--- config.mk ---
export PLATFORM = sky130hd
export DESIGN_NAME = irqc_top
export DESIGN_NICKNAME = d
export VERILOG_FILES = /design/src/rtl/irqc_pkg.sv /design/src/rtl/irqc_enable_reg.sv /design/src/rtl/irqc_prio.sv /design/src/rtl/irqc_service.sv /design/src/rtl/irqc_vector_gen.sv /design/src/rtl/irqc_top.sv
export SDC_FILE = /design/constraint.sdc
export NUM_CORES = 1
export LEC_CHECK = 0
export BUFFER_PORTS_ARGS = -buffer_cell sky130_fd_sc_hd__buf_2
export CAP_MARGIN = 30
export CORE_ASPECT_RATIO = 1.1
export CORE_MARGIN = 3
export CORE_UTILIZATION = 40
export CTS_BUF_LIST = sky130_fd_sc_hd__clkbuf_8
export DETAILED_ROUTE_END_ITERATION = 7
export PLACE_DENSITY = 0.79
export SYNTH_ARGS = -nofsm -noshare
export SYNTH_HDL_FRONTEND = slang
export SYNTH_SLANG_ARGS = --single-unit
export TNS_END_PERCENT = 50
--- constraint.sdc ---
create_clock -name clk -period 1.9 [get_ports clk]
set_input_delay 0.38 -clock clk [delete_from_list [all_inputs] [get_ports clk]]
set_output_delay 0.38 -clock clk [all_outputs]
set_load 0.03 [all_outputs]
--- src/rtl/irqc_pkg.sv ---
package irqc_pkg;

  localparam int unsigned MAX_IDW = 8;

  // Winner of an arbitration round.
  typedef struct packed {
    logic               valid;
    logic               is_ext;
    logic [MAX_IDW-1:0] idx;
  } irqc_pick_t;

  // Byte address of the handler slot owned by internal cause idx.
  function automatic logic [31:0] internal_vec(input logic [31:0] base,
                                               input logic [31:0] slot_bytes,
                                               input logic [31:0] idx);
    return base + slot_bytes * idx;
  endfunction

  // Byte address of the jump entry owned by external source idx.
  function automatic logic [31:0] external_vec(input logic [31:0] base,
                                               input logic [31:0] slot_bytes,
                                               input logic [31:0] n_int,
                                               input logic [31:0] jump_bytes,
                                               input logic [31:0] idx);
    return base + slot_bytes * n_int + jump_bytes * idx;
  endfunction

endpackage

--- src/rtl/irqc_enable_reg.sv ---
module irqc_enable_reg #(
  parameter int unsigned NSRC    = 16,
  parameter int unsigned AW      = 32,
  parameter int unsigned DW      = 32,
  parameter logic [AW-1:0] EN_ADDR = 32'h8000_0000
) (
  input  logic            clk,
  input  logic            rst,
  input  logic            bus_we,
  input  logic [AW-1:0]   bus_addr,
  input  logic [DW-1:0]   bus_wdata,
  output logic [NSRC-1:0] en_q
);

  logic hit;
  assign hit = bus_we && (bus_addr == EN_ADDR);

  always_ff @(posedge clk) begin
    if (rst) begin
      en_q <= '0;
    end else if (hit) begin
      en_q <= bus_wdata[NSRC-1:0];
    end
  end

  AST_EN_UNTOUCHED: assert property (@(posedge clk) disable iff (rst)
    !(bus_we && (bus_addr == EN_ADDR)) |=> $stable(en_q));

endmodule

--- src/rtl/irqc_prio.sv ---
module irqc_prio #(
  parameter int unsigned W   = 16,
  parameter int unsigned IDW = (W > 1) ? $clog2(W) : 1
) (
  input  logic [W-1:0]   req,
  output logic           valid,
  output logic [IDW-1:0] idx
);

  // Scan from the top so the lowest set index is written last and wins.
  always_comb begin
    valid = 1'b0;
    idx   = '0;
    for (int i = W - 1; i >= 0; i--) begin
      if (req[i]) begin
        valid = 1'b1;
        idx   = IDW'(i);
      end
    end
  end

endmodule

--- src/rtl/irqc_service.sv ---
module irqc_service #(
  parameter int unsigned AW = 32
) (
  input  logic          clk,
  input  logic          rst,
  input  logic          take,
  input  logic          uret,
  input  logic          irq_live,
  input  logic [AW-1:0] ret_pc,
  output logic          svc_q,
  output logic          svc_d,
  output logic [AW-1:0] epc_q
);

  logic accept;
  assign accept = take && irq_live;

  always_comb begin
    svc_d = svc_q;
    if (accept) begin
      svc_d = 1'b1;
    end else if (uret) begin
      svc_d = 1'b0;
    end
  end

  always_ff @(posedge clk) begin
    if (rst) begin
      svc_q <= 1'b0;
      epc_q <= '0;
    end else begin
      svc_q <= svc_d;
      if (accept) begin
        epc_q <= ret_pc;
      end
    end
  end

  AST_NO_NEST: assert property (@(posedge clk) disable iff (rst)
    svc_q |-> !irq_live);

  AST_EPC_LOAD: assert property (@(posedge clk) disable iff (rst)
    (take && irq_live) |=> (svc_q && epc_q == $past(ret_pc)));

  AST_URET_CLEAR: assert property (@(posedge clk) disable iff (rst)
    (uret && !(take && irq_live)) |=> !svc_q);

  AST_TAKE_IGNORED: assert property (@(posedge clk) disable iff (rst)
    (take && !irq_live && !uret) |=> ($stable(svc_q) && $stable(epc_q)));

endmodule

--- src/rtl/irqc_vector_gen.sv ---
module irqc_vector_gen
  import irqc_pkg::*;
#(
  parameter int unsigned AW         = 32,
  parameter int unsigned NUM_INT    = 3,
  parameter int unsigned VEC_BASE   = 16,
  parameter int unsigned SLOT_BYTES = 16,
  parameter int unsigned JUMP_BYTES = 4
) (
  input  irqc_pick_t    pick,
  output logic [AW-1:0] vec
);

  logic [31:0] full;

  always_comb begin
    if (!pick.valid) begin
      full = '0;
    end else if (pick.is_ext) begin
      full = external_vec(32'(VEC_BASE), 32'(SLOT_BYTES), 32'(NUM_INT),
                          32'(JUMP_BYTES), 32'(pick.idx));
    end else begin
      full = internal_vec(32'(VEC_BASE), 32'(SLOT_BYTES), 32'(pick.idx));
    end
  end

  assign vec = AW'(full);

endmodule

--- src/rtl/irqc_top.sv ---
module irqc_top
  import irqc_pkg::*;
#(
  parameter int unsigned NSRC       = 16,
  parameter int unsigned NUM_INT    = 3,
  parameter int unsigned AW         = 32,
  parameter int unsigned DW         = 32,
  parameter logic [31:0] EN_ADDR    = 32'h8000_0000,
  parameter int unsigned VEC_BASE   = 16,
  parameter int unsigned SLOT_BYTES = 16,
  parameter int unsigned JUMP_BYTES = 4,
  localparam int unsigned IDW       = (NSRC > 1) ? $clog2(NSRC) : 1,
  localparam int unsigned IIDW      = (NUM_INT > 1) ? $clog2(NUM_INT) : 1
) (
  input  logic               clk,
  input  logic               rst,
  input  logic [NSRC-1:0]    src_req,
  input  logic [NUM_INT-1:0] int_req,
  input  logic               bus_we,
  input  logic [AW-1:0]      bus_addr,
  input  logic [DW-1:0]      bus_wdata,
  input  logic               take,
  input  logic               uret,
  input  logic [AW-1:0]      ret_pc,
  output logic               irq,
  output logic [IDW-1:0]     irq_num,
  output logic [AW-1:0]      vec_addr,
  output logic               in_service,
  output logic [AW-1:0]      epc
);

  logic [NSRC-1:0] en_q;
  logic [NSRC-1:0] masked;
  logic            ext_valid;
  logic [IDW-1:0]  ext_idx;
  logic            int_valid;
  logic [IIDW-1:0] int_idx;
  logic            svc_q;
  logic            svc_d;
  irqc_pick_t      pick;
  logic [AW-1:0]   vec_d;
  logic            irq_q;
  logic            ext_q;
  logic [IDW-1:0]  num_q;
  logic [AW-1:0]   vec_q;

  irqc_enable_reg #(
    .NSRC(NSRC), .AW(AW), .DW(DW), .EN_ADDR(AW'(EN_ADDR))
  ) u_en (
    .clk(clk), .rst(rst), .bus_we(bus_we), .bus_addr(bus_addr),
    .bus_wdata(bus_wdata), .en_q(en_q)
  );

  assign masked = src_req & en_q;

  irqc_prio #(.W(NSRC), .IDW(IDW)) u_ext_prio (
    .req(masked), .valid(ext_valid), .idx(ext_idx)
  );

  irqc_prio #(.W(NUM_INT), .IDW(IIDW)) u_int_prio (
    .req(int_req), .valid(int_valid), .idx(int_idx)
  );

  irqc_service #(.AW(AW)) u_svc (
    .clk(clk), .rst(rst), .take(take), .uret(uret), .irq_live(irq_q),
    .ret_pc(ret_pc), .svc_q(svc_q), .svc_d(svc_d), .epc_q(epc)
  );

  // Internal causes outrank every external source.
  always_comb begin
    pick = '0;
    if (!svc_d) begin
      if (int_valid) begin
        pick.valid  = 1'b1;
        pick.is_ext = 1'b0;
        pick.idx    = MAX_IDW'(int_idx);
      end else if (ext_valid) begin
        pick.valid  = 1'b1;
        pick.is_ext = 1'b1;
        pick.idx    = MAX_IDW'(ext_idx);
      end
    end
  end

  irqc_vector_gen #(
    .AW(AW), .NUM_INT(NUM_INT), .VEC_BASE(VEC_BASE),
    .SLOT_BYTES(SLOT_BYTES), .JUMP_BYTES(JUMP_BYTES)
  ) u_vec (
    .pick(pick), .vec(vec_d)
  );

  always_ff @(posedge clk) begin
    if (rst) begin
      irq_q <= 1'b0;
      ext_q <= 1'b0;
      num_q <= '0;
      vec_q <= '0;
    end else begin
      irq_q <= pick.valid;
      ext_q <= pick.valid && pick.is_ext;
      num_q <= (pick.valid && pick.is_ext) ? IDW'(pick.idx) : '0;
      vec_q <= vec_d;
    end
  end

  assign irq        = irq_q;
  assign irq_num    = num_q;
  assign vec_addr   = vec_q;
  assign in_service = svc_q;

  AST_EXT_ENABLED: assert property (@(posedge clk) disable iff (rst)
    (irq_q && ext_q) |-> (|(($past(masked) >> irq_num) & NSRC'(1))));

  AST_INT_FIRST: assert property (@(posedge clk) disable iff (rst)
    (irq_q && ext_q) |-> ($past(int_req) == '0));

  AST_IDLE_ZERO: assert property (@(posedge clk) disable iff (rst)
    !irq_q |-> (irq_num == '0 && vec_addr == '0));

  AST_VEC_ALIGNED: assert property (@(posedge clk) disable iff (rst)
    irq_q |-> (vec_addr >= AW'(VEC_BASE) && vec_addr[1:0] == 2'b00));

endmodule

Word-level counts from Yosys, hierarchy flattened
Index checks and enable logic that the tools add are counted.

storage, ports and cells
  register bits = 86
  output and inout port bits = 70
  word-level logic and storage cells = 61
  input port bits = 120

operators by class
  multiplexer cells = 44
  bitwise operators = 3
  reduce and logical (&&, ||, !) cells = 5
  add/sub/neg operators = 2
  eq/ne operators = 1

operator list
  cell                                           count
  2-to-1 mux 4 bit                               16
  == test 32 bit (second input constant)         1
  2-to-1 mux 32 bit                              1
  2-to-1 mux 10 bit                              3
  2-to-1 mux 1 bit                               21
  AND 16 bit                                     1
  adder 5 x 12 -> 13 bit (first input constant)  1
  adder 7 x 10 -> 11 bit (first input constant)  1
  2-to-1 mux 2 bit                               3
  OR reduction 2 bit                             2
  logical AND 1 bit                              3
  inverter 1 bit                                 2

Logic depth before layout (Yosys ltp)
Gate-level depths: netlist of the first run.

  depth in word-level cells = 23
  gate-level depth with buffers = 8
  gate-level depth less buffers = 8

Cells and area by module
A second synthesis of the first run with hierarchy kept.

second synthesis, totals
  cells, all modules = 452
  area total of the unflattened synthesis = 4292.9 µm²

by module, submodules not included
  module                   times used  cells an instance  area each (µm²)  sequential area each (µm²)
  irqc_service             1           151                1520.2           660.6
  irqc_top                 1           108                1207.4           740.7
  irqc_enable_reg          1           89                 894.6            320.3
  irqc_vector_gen          1           68                 471.7            0.0
  irqc_prio at u_ext_prio  1           33                 178.9            0.0
  irqc_prio at u_int_prio  1           3                  20.0             0.0

Least setup slack after synthesis of the first run
OpenSTA, ideal clock, no wires.

  kind = input to register
  start point = input port bus_addr[3]
  end point = register u_en.en_q[15]
  stages = 6
  path slack = 0.150 ns
  buffers on the path = 1
  library setup time = 0.117 ns
  arrival time = 1.633 ns
  data required time = 1.783 ns
  cell sequence = nor4_2 > nand4_2 > nor3_4 > buf_12 > mux2i_1 > nor2_1

on the way
  cells in the longest elaborated chain, start to end = 2

RTL lines
  element                 line                   RTL
  start: declaration      irqc_top.sv:20         input logic [AW-1:0] bus_addr,
  == test 32 bit          irqc_enable_reg.sv:16  assign hit = bus_we && (bus_addr == EN_ADDR);
  logical AND 1 bit       irqc_enable_reg.sv:16
  end signal: assignment  irqc_enable_reg.sv:22  en_q <= bus_wdata[NSRC-1:0];
  end: declaration        irqc_enable_reg.sv:12  output logic [NSRC-1:0] en_q

No other way between the ends.
A chain may end at the register's enable or synchronous reset.

==> results of run 1 <==
cell usage in the layout (no fill, tap or decap), drive strengths merged, types with 2 or more instances in the layout:
cell and count:
nand2 78, buf 163, and2 3, mux2i 16
clkbuf 11, bufinv 2, a22o 7, a21oi 37
inv 2, nor4b 4, nor3 6, conb 27
a22oi 3, nor4 5, nor2 26, a31oi 2
nand3 2, dfxtp 59, o21ai 5, nand4 2
nand3b 2
stage by stage:
step / worst slack, ns / cell area (um2)
after global routing: 0.00332 / 3670
after floorplan: 0.150 / 2750
after detailed placement: -0.0935 / 3420
final: 0.169 / 3670
after CTS: 0.0710 / 3650
after global placement: -0.0818 / 3420
cell families after synthesis:
| logic type | Yosys count | synth area share, % |
|---|---|---|
| buffers and inverters | 42 | 10.8 |
| adders and majority gates | 1 | 0.473 |
| and+or+nand+nor | 132 | 23.9 |
| AOI/OAI and AO/OA | 62 | 14.0 |
| muxes | 16 | 6.05 |
| other | 1 | 0.142 |
| DFF | 59 | 44.6 |
cells in the mapped netlist, types with 5 or more instances:
| cell | count |
|---|---|
| sky130_fd_sc_hd__mux2i_1 | 16 |
| sky130_fd_sc_hd__dfxtp_1 | 59 |
| sky130_fd_sc_hd__o21ai_0 | 5 |
| sky130_fd_sc_hd__clkbuf_1 | 11 |
| sky130_fd_sc_hd__a21oi_1 | 37 |
| sky130_fd_sc_hd__nor3_1 | 5 |
| sky130_fd_sc_hd__nor2_1 | 26 |
| sky130_fd_sc_hd__a22o_1 | 7 |
| sky130_fd_sc_hd__buf_4 | 27 |
| sky130_fd_sc_hd__nand2_1 | 78 |
state kept, by name, indices dropped and copies added (netlist names):
name,count
irq,1
irq_num,2
u_en.en_q,16
u_svc.epc_q,32
u_svc.svc_q,1
vec_addr,7
what timing repair did:
item                                    in CTS  in global routing
endpoints found under the setup margin       0                  2
buffers inserted                             0                  1
resized for setup                            0                  5
endpoints found under the hold margin        0                  0
layer usage:
| layer | up-vias | share of wire [%] | track usage, % |
|---|---|---|---|
| met5 | - | 0 | 0 |
| met4 | 0 | 2.5 | 9.12 |
| met3 | 17 | 7.4 | 5.99 |
| met2 | 104 | 51 | 31.6 |
| met1 | 1195 | 39 | 21.2 |
| li1 | 1332 | - | - |
layout make-up:
cell class	instances	area, um2
clock buffers	11	151
clock inverters	5	76.3
fillers	581	2640
inverters	1	3.75
multi-input cells	238	1290
flip-flops and latches	59	1180
well taps	80	100
repair buffers	163	866
power breakdown:
part	switching (uW)	leakage (uW)	internal, uW
clock network	487	0.000117	803
registers	16.4	0.000480	1280
logic	286	0.00114	149
total	789	0.00174	2230
worst paths after layout:
path / cells past startpoint / endpoint / startpoint
setup / recovery: 8 / vec_addr[5] / u_en.en_q[7]
hold / removal: 3 / u_svc.epc_q[15] / ret_pc[15]
setup reg to reg: 8 / vec_addr[5] / u_en.en_q[7]
hold reg to reg: 2 / u_svc.epc_q[18] / u_svc.epc_q[18]
worst max-delay path, stage by stage (launching register included):
cell and delay [ns]:
sky130_fd_sc_hd__dfxtp_1 0.33, sky130_fd_sc_hd__a222oi_1 0.32, sky130_fd_sc_hd__a21boi_2 0.20, sky130_fd_sc_hd__o21ai_1 0.09, sky130_fd_sc_hd__a31oi_2 0.22, sky130_fd_sc_hd__nor2_1 0.07, sky130_fd_sc_hd__ha_1 0.27, sky130_fd_sc_hd__nand2_1 0.04
sky130_fd_sc_hd__a21oi_1 0.12
==> summary.md, run 1 <==
| Metric | Value |
|---|---|
| Type of the tightest min-delay check | input pin to flip-flop |
| Kind of launch point of the worst setup path | flip-flop |
| Max Cap Viol | 0 |
| Top Ports | 190 |
| Number of global-route vias before repair | 2531 |
| Worst Hold Slack | 0.276 ns |
| Post-Syn Instances | 313 |
| Total number of vias | 2648 |
| Post-synthesis register bit count | 59 |
| Final number of setup-violating endpoints | 0 |
| Element type at the critical path end | flip-flop |
| Routability-driven placement congestion ratio | 0.835 |
| Peak supply drop | 0.509 mV |
| Core Util, Final | 58.1% |
| Width of the die | 83.6 um |
| Main area contributors after synthesis | sky130_fd_sc_hd__dfxtp_1, sky130_fd_sc_hd__nand2_1, sky130_fd_sc_hd__buf_4 |
| Clock tree from TritonCTS | yes |
| Worst Path Max Fanout | 3 |
| Post-synth EDFFs | 0 |
| Dominant register cell in the synthesized netlist | sky130_fd_sc_hd__dfxtp_1 |
| Endpoints failing hold | 0 |
| Antenna violations before repair | 0 |
| Die extent in y | 91.3 um |
| Power density relative to cell area | 823 mW/mm2 |
| Starting Density | between 40% and 50% |
| Count of warnings emitted by yosys | 0 |
| Total clock sinks | between 50 and 60 |
| Count of nets left with antenna violations after detail routing | 0 |
| Register-to-register setup slack | 0.17 ns |
| Post-synth design cell area | 0.00265 mm2 |
| Proportion of layout cells with a drive suffix above 1 | around 39% |
| Unrepaired setup endpoints after global routing | false |
| Violation count after the first detailed-routing iteration | about 130 |
| Vias per cell | between 4 and 5 |
| Total number of placement rows | 30 |
| Number of buffer cells added on primary ports | 148 |
| Routed wirelength normalized by instance count | ~13 um |
| Fin cells | between 500 and 600 |
| Static Leak | 0.00174 uW |
| Setup_tns | 0 ns |
| Worst slew margin | 66.1% |
| Maximum clock skew at final layout | 0.00624 ns |
| Count of hold buffers inserted by post-cts repair | 0 |
| Post-route DRC violation count | 0 |
| Nets | 593 |
| Count of H-tree levels built during CTS | 3 |
| Outcome | finished, final reports clean |
| Clock latency reported for the late side of the worst-skew pair | 0.34 ns |
| Wire length of the first global-routing pass | 11.6 mm |
| Worst EP required | 2.17 ns |
| Sequential cell area fraction in the yosys report | 44.6% |
| Area of the die | 0.00763 mm2 |
| Library cells used by synthesis | 40 |
| Number of inserted diodes | 0 |
| 1st-pass router iterations | 4 |
| Class of the most critical setup path | flip-flop to flip-flop |
| Actual transition at the worst max-transition pin | 0.508 ns |
| Cell count after placement | 540 |
| Period Utilization, post-route | 91.1% |
| Maximum clock frequency | 578 MHz |
| Number of buffers on the longest clock path | 2 |
| GRT Util Overall | 18.7% |
| Largest area contributor in the netlist | sky130_fd_sc_hd__dfxtp_1 |
| Core outline area | between 0.006 and 0.007 mm2 |
| DP Wirelength | 5.48 mm |
| Post-synthesis area per instance | ~8.5 um2 |
| CTS root buffer | sky130_fd_sc_hd__clkbuf_8 |
| Time the worst path needs with I/O delays and setup | 1.73 ns |
| Area overhead of the layout relative to synthesis | 38.5% |
| WP data arrival | roughly 2 ns |
| GRT overflow | 0 |
| Share of Yosys cell area claimed by the top area cell type | 44.6% |
| Clock input transition at the sequential cells of the worst setup and hold paths | roughly 0.070 ns |
| Wire length reported by the detailed router | 7.18 mm |
| TritonCTS buffer count | 9 |
| Share of flip-flops with an asynchronous set or reset | 0% |
| Pin count of the biggest net entering global routing | 50 |
| Total Power | a little over 3000 uW |
| Number of pins exceeding their max-slew limit in the final report | 0 |
(Power assumes the default switching activity.)
==> run 2, diff against run 1 <==
--- a/config.mk
+++ b/config.mk
@@ -13,6 +13,7 @@
 export CTS_BUF_LIST = sky130_fd_sc_hd__clkbuf_8
 export DETAILED_ROUTE_END_ITERATION = 7
 export PLACE_DENSITY = 0.79
+export RECOVER_POWER = 25
 export SYNTH_ARGS = -nofsm -noshare
 export SYNTH_HDL_FRONTEND = slang
 export SYNTH_SLANG_ARGS = --single-unit
==> summary.md, run 2 (synthesis results as in run 1) <==
| Metric | Value |
|---|---|
| Outcome | finished, final reports clean |
| Cell count after placement | 540 |
| WP data arrival | approximately 2 ns |
| GRT Util Overall | about a fifth |
| Area overhead of the layout relative to synthesis | 38.4% |
| Gate power share | 14.4% |
| End point of the worst hold path | u_svc.epc_q[15] |
| Die extent in y | 91.3 um |
| Maximum clock skew at final layout | between 0.006 and 0.007 ns |
| Area of the die | 0.00763 mm2 |
| Max reg flops | 32 |
| CTS root buffer | sky130_fd_sc_hd__clkbuf_8 |
| Maximum clock frequency | 577 MHz |
| Wire length reported by the detailed router | 7.19 mm |
| Final setup slack of the worst path | 0.168 ns |
| GRT overflow | 0 |
| Clock tree from TritonCTS | yes |
| Hold Path Stages | 3 |
| Total number of placement rows | 30 |
| Vias per cell | 4.75 |
| Register-to-register setup slack | 0.17 ns |
| Unrepaired setup endpoints after global routing | false |
| Static Leak | roughly 0.0017 uW |
| Final instance area | between 0.003 and 0.004 mm2 |
| DP Wirelength | 5.48 mm |
| Worst EP required | 2.17 ns |
| Class of the most critical setup path | flip-flop to flip-flop |
| Worst R2R End | vec_addr[5] |
| Time the worst path needs with I/O delays and setup | 1.73 ns |
| Final number of setup-violating endpoints | 0 |
| Core Util, Final | 58.1% |
| Number of global-route vias before repair | 2531 |
| Worst Path Max Fanout | 3 |
| Pin count of the biggest net entering global routing | 50 |
| Clock input transition at the sequential cells of the worst setup and hold paths | ~0.070 ns |
| Wire length of the first global-routing pass | between 10 and 15 mm |
| Period Utilization, post-route | 91.2% |
| Count of hold buffers inserted by post-cts repair | 0 |
| Antenna violations before repair | 0 |
| Clock latency reported for the late side of the worst-skew pair | 0.34 ns |
| Kind of launch point of the worst setup path | flip-flop |
| Number of buffers on the longest clock path | 2 |
| Total clock sinks | 59 |
| Area post-placement | around 0.0034 mm2 |
| Endpoints failing hold | 0 |
| Proportion of layout cells with a drive suffix above 1 | 39.2% |
| Max Cap Viol | 0 |
| Hold wc startpoint | ret_pc[15] |
| Setup_tns | 0 ns |
| Nets | 593 |
| Count of cells along the worst register-to-register path | 8 |
| Placement Setup Slack | -0.0935 ns |
| Peak supply drop | 0.509 mV |
| Core outline area | around 0.0063 mm2 |
| Most common cell after layout, fill and taps aside | sky130_fd_sc_hd__buf_2 |
| Routed wirelength normalized by instance count | 12.9 um |
| TritonCTS buffer count | 9 |
| Number of buffer cells added on primary ports | 148 |
| Most frequent cells in the layout | sky130_fd_sc_hd__buf_2, sky130_fd_sc_hd__nand2_1, sky130_fd_sc_hd__dfxtp_1, sky130_fd_sc_hd__a21oi_1, sky130_fd_sc_hd__conb_1 |
| Violation count after the first detailed-routing iteration | between 100 and 150 |
| Share of power burned in the clock network | 42.7% |
| Count of H-tree levels built during CTS | 3 |
| Starting Density | 42.0% |
| Top Ports | 190 |
| Net switching power | 789 uW |
| Power density relative to cell area | 823 mW/mm2 |
| Actual transition at the worst max-transition pin | 0.642 ns |
| Number of pins exceeding their max-slew limit in the final report | 0 |
| Register with the most flip-flops | u_svc.epc_q |
| Count of nets left with antenna violations after detail routing | 0 |
| Launching element of the worst setup path | u_en.en_q[7] |
| Worst slew margin | 57.2% |
| Fin cells | 557 |
| Width of the die | 83.6 um |
| Element type at the critical path end | flip-flop |
| Total number of vias | 2644 |
| Number of inserted diodes | 0 |
| Type of the tightest min-delay check | input pin to flip-flop |
| Int Power | 2230 uW |
| Post-route DRC violation count | 0 |
| Part of the total power dissipated in sequential elements | 42.9% |
| Proportion of total power due to net switching | between 20% and 30% |
| Reg-to-reg startpoint | u_en.en_q[7] |
| 1st-pass router iterations | 4 |
| Routability-driven placement congestion ratio | 0.835 |
run 2: changes by cell type in the layout (fill, tap and decap cells not counted):
cell / previous run / this run
sky130_fd_sc_hd__clkbuf_2: 0 / 1
sky130_fd_sc_hd__buf_4: 14 / 13
run 2: power by group through the flow:
stage / Clock (uW) / Sequential [uW] / Combinational [uW]
finish: 1290 / 1290 / 434
global route: 1380 / 1300 / 473
CTS: 1320 / 1290 / 435
detailed placement: 0 / 1320 / 434
global placement: 0 / 1320 / 427
floorplan: 0 / 1400 / 205
run 2: final cells by class:
cell class / instances / area (um2)
Fill cell: 581 / 2640
Multi-Input combinational cell: 238 / 1290
Sequential cell: 59 / 1180
Timing Repair Buffer: 163 / 863
Clock buffer: 11 / 151
Tap cell: 80 / 100
Clock inverter: 5 / 76.3
Inverter: 1 / 3.75
run 2: metrics by stage:
step           hold WS [ns]  power, uW
2_1_floorplan         0.482       1610
3_3_place_gp          0.439       1750
3_5_place_dp          0.445       1750
4_1_cts               0.263       3040
5_1_grt               0.269       3150
6_report              0.276       3020
run 2: per-layer routing:
metal  track usage (%)  share of wire [%]  wire length [um]  vias up
met5                 0                  0                 0        -
met4              9.12                2.4               176        0
met3              5.99                7.3               527       16
met2              31.6                 51              3660      104
met1              21.2                 39              2830     1193
li1                  -                  -                 -     1331
run 2: how the worst max path moves through the flow:
stage / endpoint / slack, ns / cells past startpoint
global placement: vec_addr[5] / -0.08 / 9
floorplan: u_en.en_q[15] / 0.15 / 6
CTS: vec_addr[5] / 0.07 / 8
detailed placement: vec_addr[5] / -0.09 / 9
global route: vec_addr[5] / 0.003 / 8
finish: vec_addr[5] / 0.17 / 8
run 2: critical path, cell delays in order, from the launching register on:
cell and delay, ns:
sky130_fd_sc_hd__dfxtp_1 0.33, sky130_fd_sc_hd__a222oi_1 0.32, sky130_fd_sc_hd__a21boi_2 0.20, sky130_fd_sc_hd__o21ai_1 0.09, sky130_fd_sc_hd__a31oi_2 0.22, sky130_fd_sc_hd__nor2_1 0.07
sky130_fd_sc_hd__ha_1 0.27, sky130_fd_sc_hd__nand2_1 0.04, sky130_fd_sc_hd__a21oi_1 0.12
run 2: timing repair:
| action | CTS | global route |
|---|---|---|
| endpoints found under the hold margin | 0 | 0 |
| resized for setup | 0 | 5 |
| buffers inserted | 0 | 1 |
| setup endpoints to repair | 0 | 2 |
==> run 3, diff against run 2 <==
==> constraint.sdc (replaced) <==
create_clock -name clk -period 2 [get_ports clk]
set_input_delay 0.4 -clock clk [delete_from_list [all_inputs] [get_ports clk]]
set_output_delay 0.4 -clock clk [all_outputs]
set_load 0.03 [all_outputs]
==> summary.md, run 3 (synthesis results as in run 1) <==
| Metric | Value |
|---|---|
| Outcome | finished, final reports clean |
| Register with the most flip-flops | u_svc.epc_q |
| Max reg flops | 32 |
| Count of hold buffers inserted by post-cts repair | 0 |
| Number of buffer cells added on primary ports | 148 |
| GRT Util Overall | 17.8% |
| Worst EP required | 2.26 ns |
| DP Wirelength | 5.58 mm |
| Hold Path Stages | 3 |
| Power density relative to cell area | ~710 mW/mm2 |
| Maximum clock frequency | 559 MHz |
| Starting Density | 42.0% |
| Worst R2R End | vec_addr[5] |
| Register-to-register setup slack | 0.21 ns |
| Reg-to-reg startpoint | u_en.en_q[5] |
| Time the worst path needs with I/O delays and setup | 1.79 ns |
| Top Ports | 190 |
| 1st-pass router iterations | 5 |
| Most common cell after layout, fill and taps aside | sky130_fd_sc_hd__buf_2 |
| Nets | 588 |
| Count of nets left with antenna violations after detail routing | 0 |
| Total number of placement rows | 30 |
| CP peak stage delay | 0.34 ns |
| Max Cap Viol | 0 |
| Clock tree from TritonCTS | yes |
| Number of inserted diodes | 0 |
| Core outline area | 0.00631 mm2 |
| Static Leak | 0.00168 uW |
| Cells along the critical path | a222oi_1 -> a21boi_0 -> o21ai_0 -> a31oi_1 -> nor2_1 -> ha_1 -> nand2_1 -> a21oi_1 |
| Period Utilization, post-route | 89.4% |
| End point of the worst hold path | u_svc.epc_q[20] |
| Number of global-route vias before repair | 2488 |
| Final number of setup-violating endpoints | 0 |
| Pin count of the biggest net entering global routing | 50 |
| Antenna violations before repair | 1 |
| Number of buffers on the longest clock path | 2 |
| Count of cells along the worst register-to-register path | 8 |
| Width of the die | 83.6 um |
| Die extent in y | 91.3 um |
| Number of pins exceeding their max-slew limit in the final report | 0 |
| Type of the tightest min-delay check | input pin to flip-flop |
| CTS root buffer | sky130_fd_sc_hd__clkbuf_8 |
| GRT overflow | 0 |
| Class of the most critical setup path | flip-flop to flip-flop |
| Post-CTS repair timing setup buffer count | 0 |
| TritonCTS buffer count | 9 |
| Routability-driven placement congestion ratio | 0.824 |
| Maximum clock skew at final layout | between 0.007 and 0.008 ns |
| Worst slew margin | 58.6% |
| Proportion of layout cells with a drive suffix above 1 | 38.3% |
| Most frequent cells in the layout | sky130_fd_sc_hd__buf_2, sky130_fd_sc_hd__nand2_1, sky130_fd_sc_hd__dfxtp_1, sky130_fd_sc_hd__a21oi_1, sky130_fd_sc_hd__conb_1 |
| Clock latency reported for the late side of the worst-skew pair | 0.33 ns |
| Element type at the critical path end | flip-flop |
| Total number of vias | 2634 |
| Wire length of the first global-routing pass | ~11 mm |
| Area overhead of the layout relative to synthesis | 34.4% |
| Unrepaired setup endpoints after global routing | false |
| Master of the slowest instance on the critical path | sky130_fd_sc_hd__dfxtp_1 |
| Clock input transition at the sequential cells of the worst setup and hold paths | 0.07 ns |
| Core Util, Final | 56.4% |
| Actual transition at the worst max-transition pin | 0.622 ns |
| Hold wc startpoint | ret_pc[20] |
| Worst Path Max Fanout | 4 |
| Area of the die | roughly 0.0076 mm2 |
| Post-route DRC violation count | 0 |
| WP data arrival | 2.04 ns |
| Vias per cell | roughly 4.8 |
| Peak supply drop | 0.443 mV |
| Count of H-tree levels built during CTS | 3 |
| Kind of launch point of the worst setup path | flip-flop |
| Violation count after the first detailed-routing iteration | 72 |
| Routed wirelength normalized by instance count | 12.8 um |
| Total Power | 2540 uW |
| Total clock sinks | between 50 and 60 |
| Wire length reported by the detailed router | 7.05 mm |
| Endpoints failing hold | 0 |
| Fillers | between 600 and 700 |
[run 3: critical path, delay by kind of cell (launching register included)]
kind | cells | cell delay [ns]
DFF | 1 | 0.34
adders and majority gates | 1 | 0.27
AOI/OAI and AO/OA | 5 | 0.99
and+or+nand+nor | 2 | 0.11
[run 3: timing repair]
item	CTS	global route
endpoints found under the setup margin	0	1
hold endpoints to repair	0	0
gates resized for setup	0	1
[run 3: layout make-up]
class	count	area, um2	share of cell area [%]
clock buffer	9	124	3.48
clock inverter	7	45.0	1.27
inverter	1	3.75	0.106
multi-input combinational	238	1280	35.9
sequential	59	1180	33.2
tap	80	100	2.81
timing repair buffer	158	826	23.2
[run 3: worst max-delay path by stage]
stage / startpoint / end
2_1_floorplan: bus_addr[3] / u_en.en_q[15]
3_3_place_gp: src_req[14] / vec_addr[5]
3_5_place_dp: src_req[14] / vec_addr[5]
4_1_cts: u_en.en_q[14] / vec_addr[5]
5_1_grt: u_en.en_q[5] / vec_addr[5]
6_report: u_en.en_q[5] / vec_addr[5]
[run 3: per-layer routing]
metal | wire, um | part of all wire, % | track usage, % | vias up
met5 | 7 | 0.099 | 0 | -
met4 | 158 | 2.2 | 7.91 | 2
met3 | 519 | 7.4 | 5.81 | 18
met2 | 3770 | 54 | 31.7 | 110
met1 | 2590 | 37 | 19.2 | 1178
li1 | - | - | - | 1326
[run 3: report_power, final]
group / switching [uW] / internal [uW]
Combinational: 270 / 137
Clock: 465 / 443
Sequential: 15.0 / 1210
[run 3: metrics by stage]
stage	instance area (um2)	TNS (ns)	hold WS [ns]	instances	setup WS (ns)
finish	3560	0	0.301	552	0.213
detailed placement	3390	-0.0397	0.443	536	-0.0397
global route	3560	0	0.289	552	0.0461
floorplan	2750	0	0.482	339	0.230
global placement	3390	-0.0000708	0.439	536	-0.0000708
CTS	3560	0	0.287	552	0.149
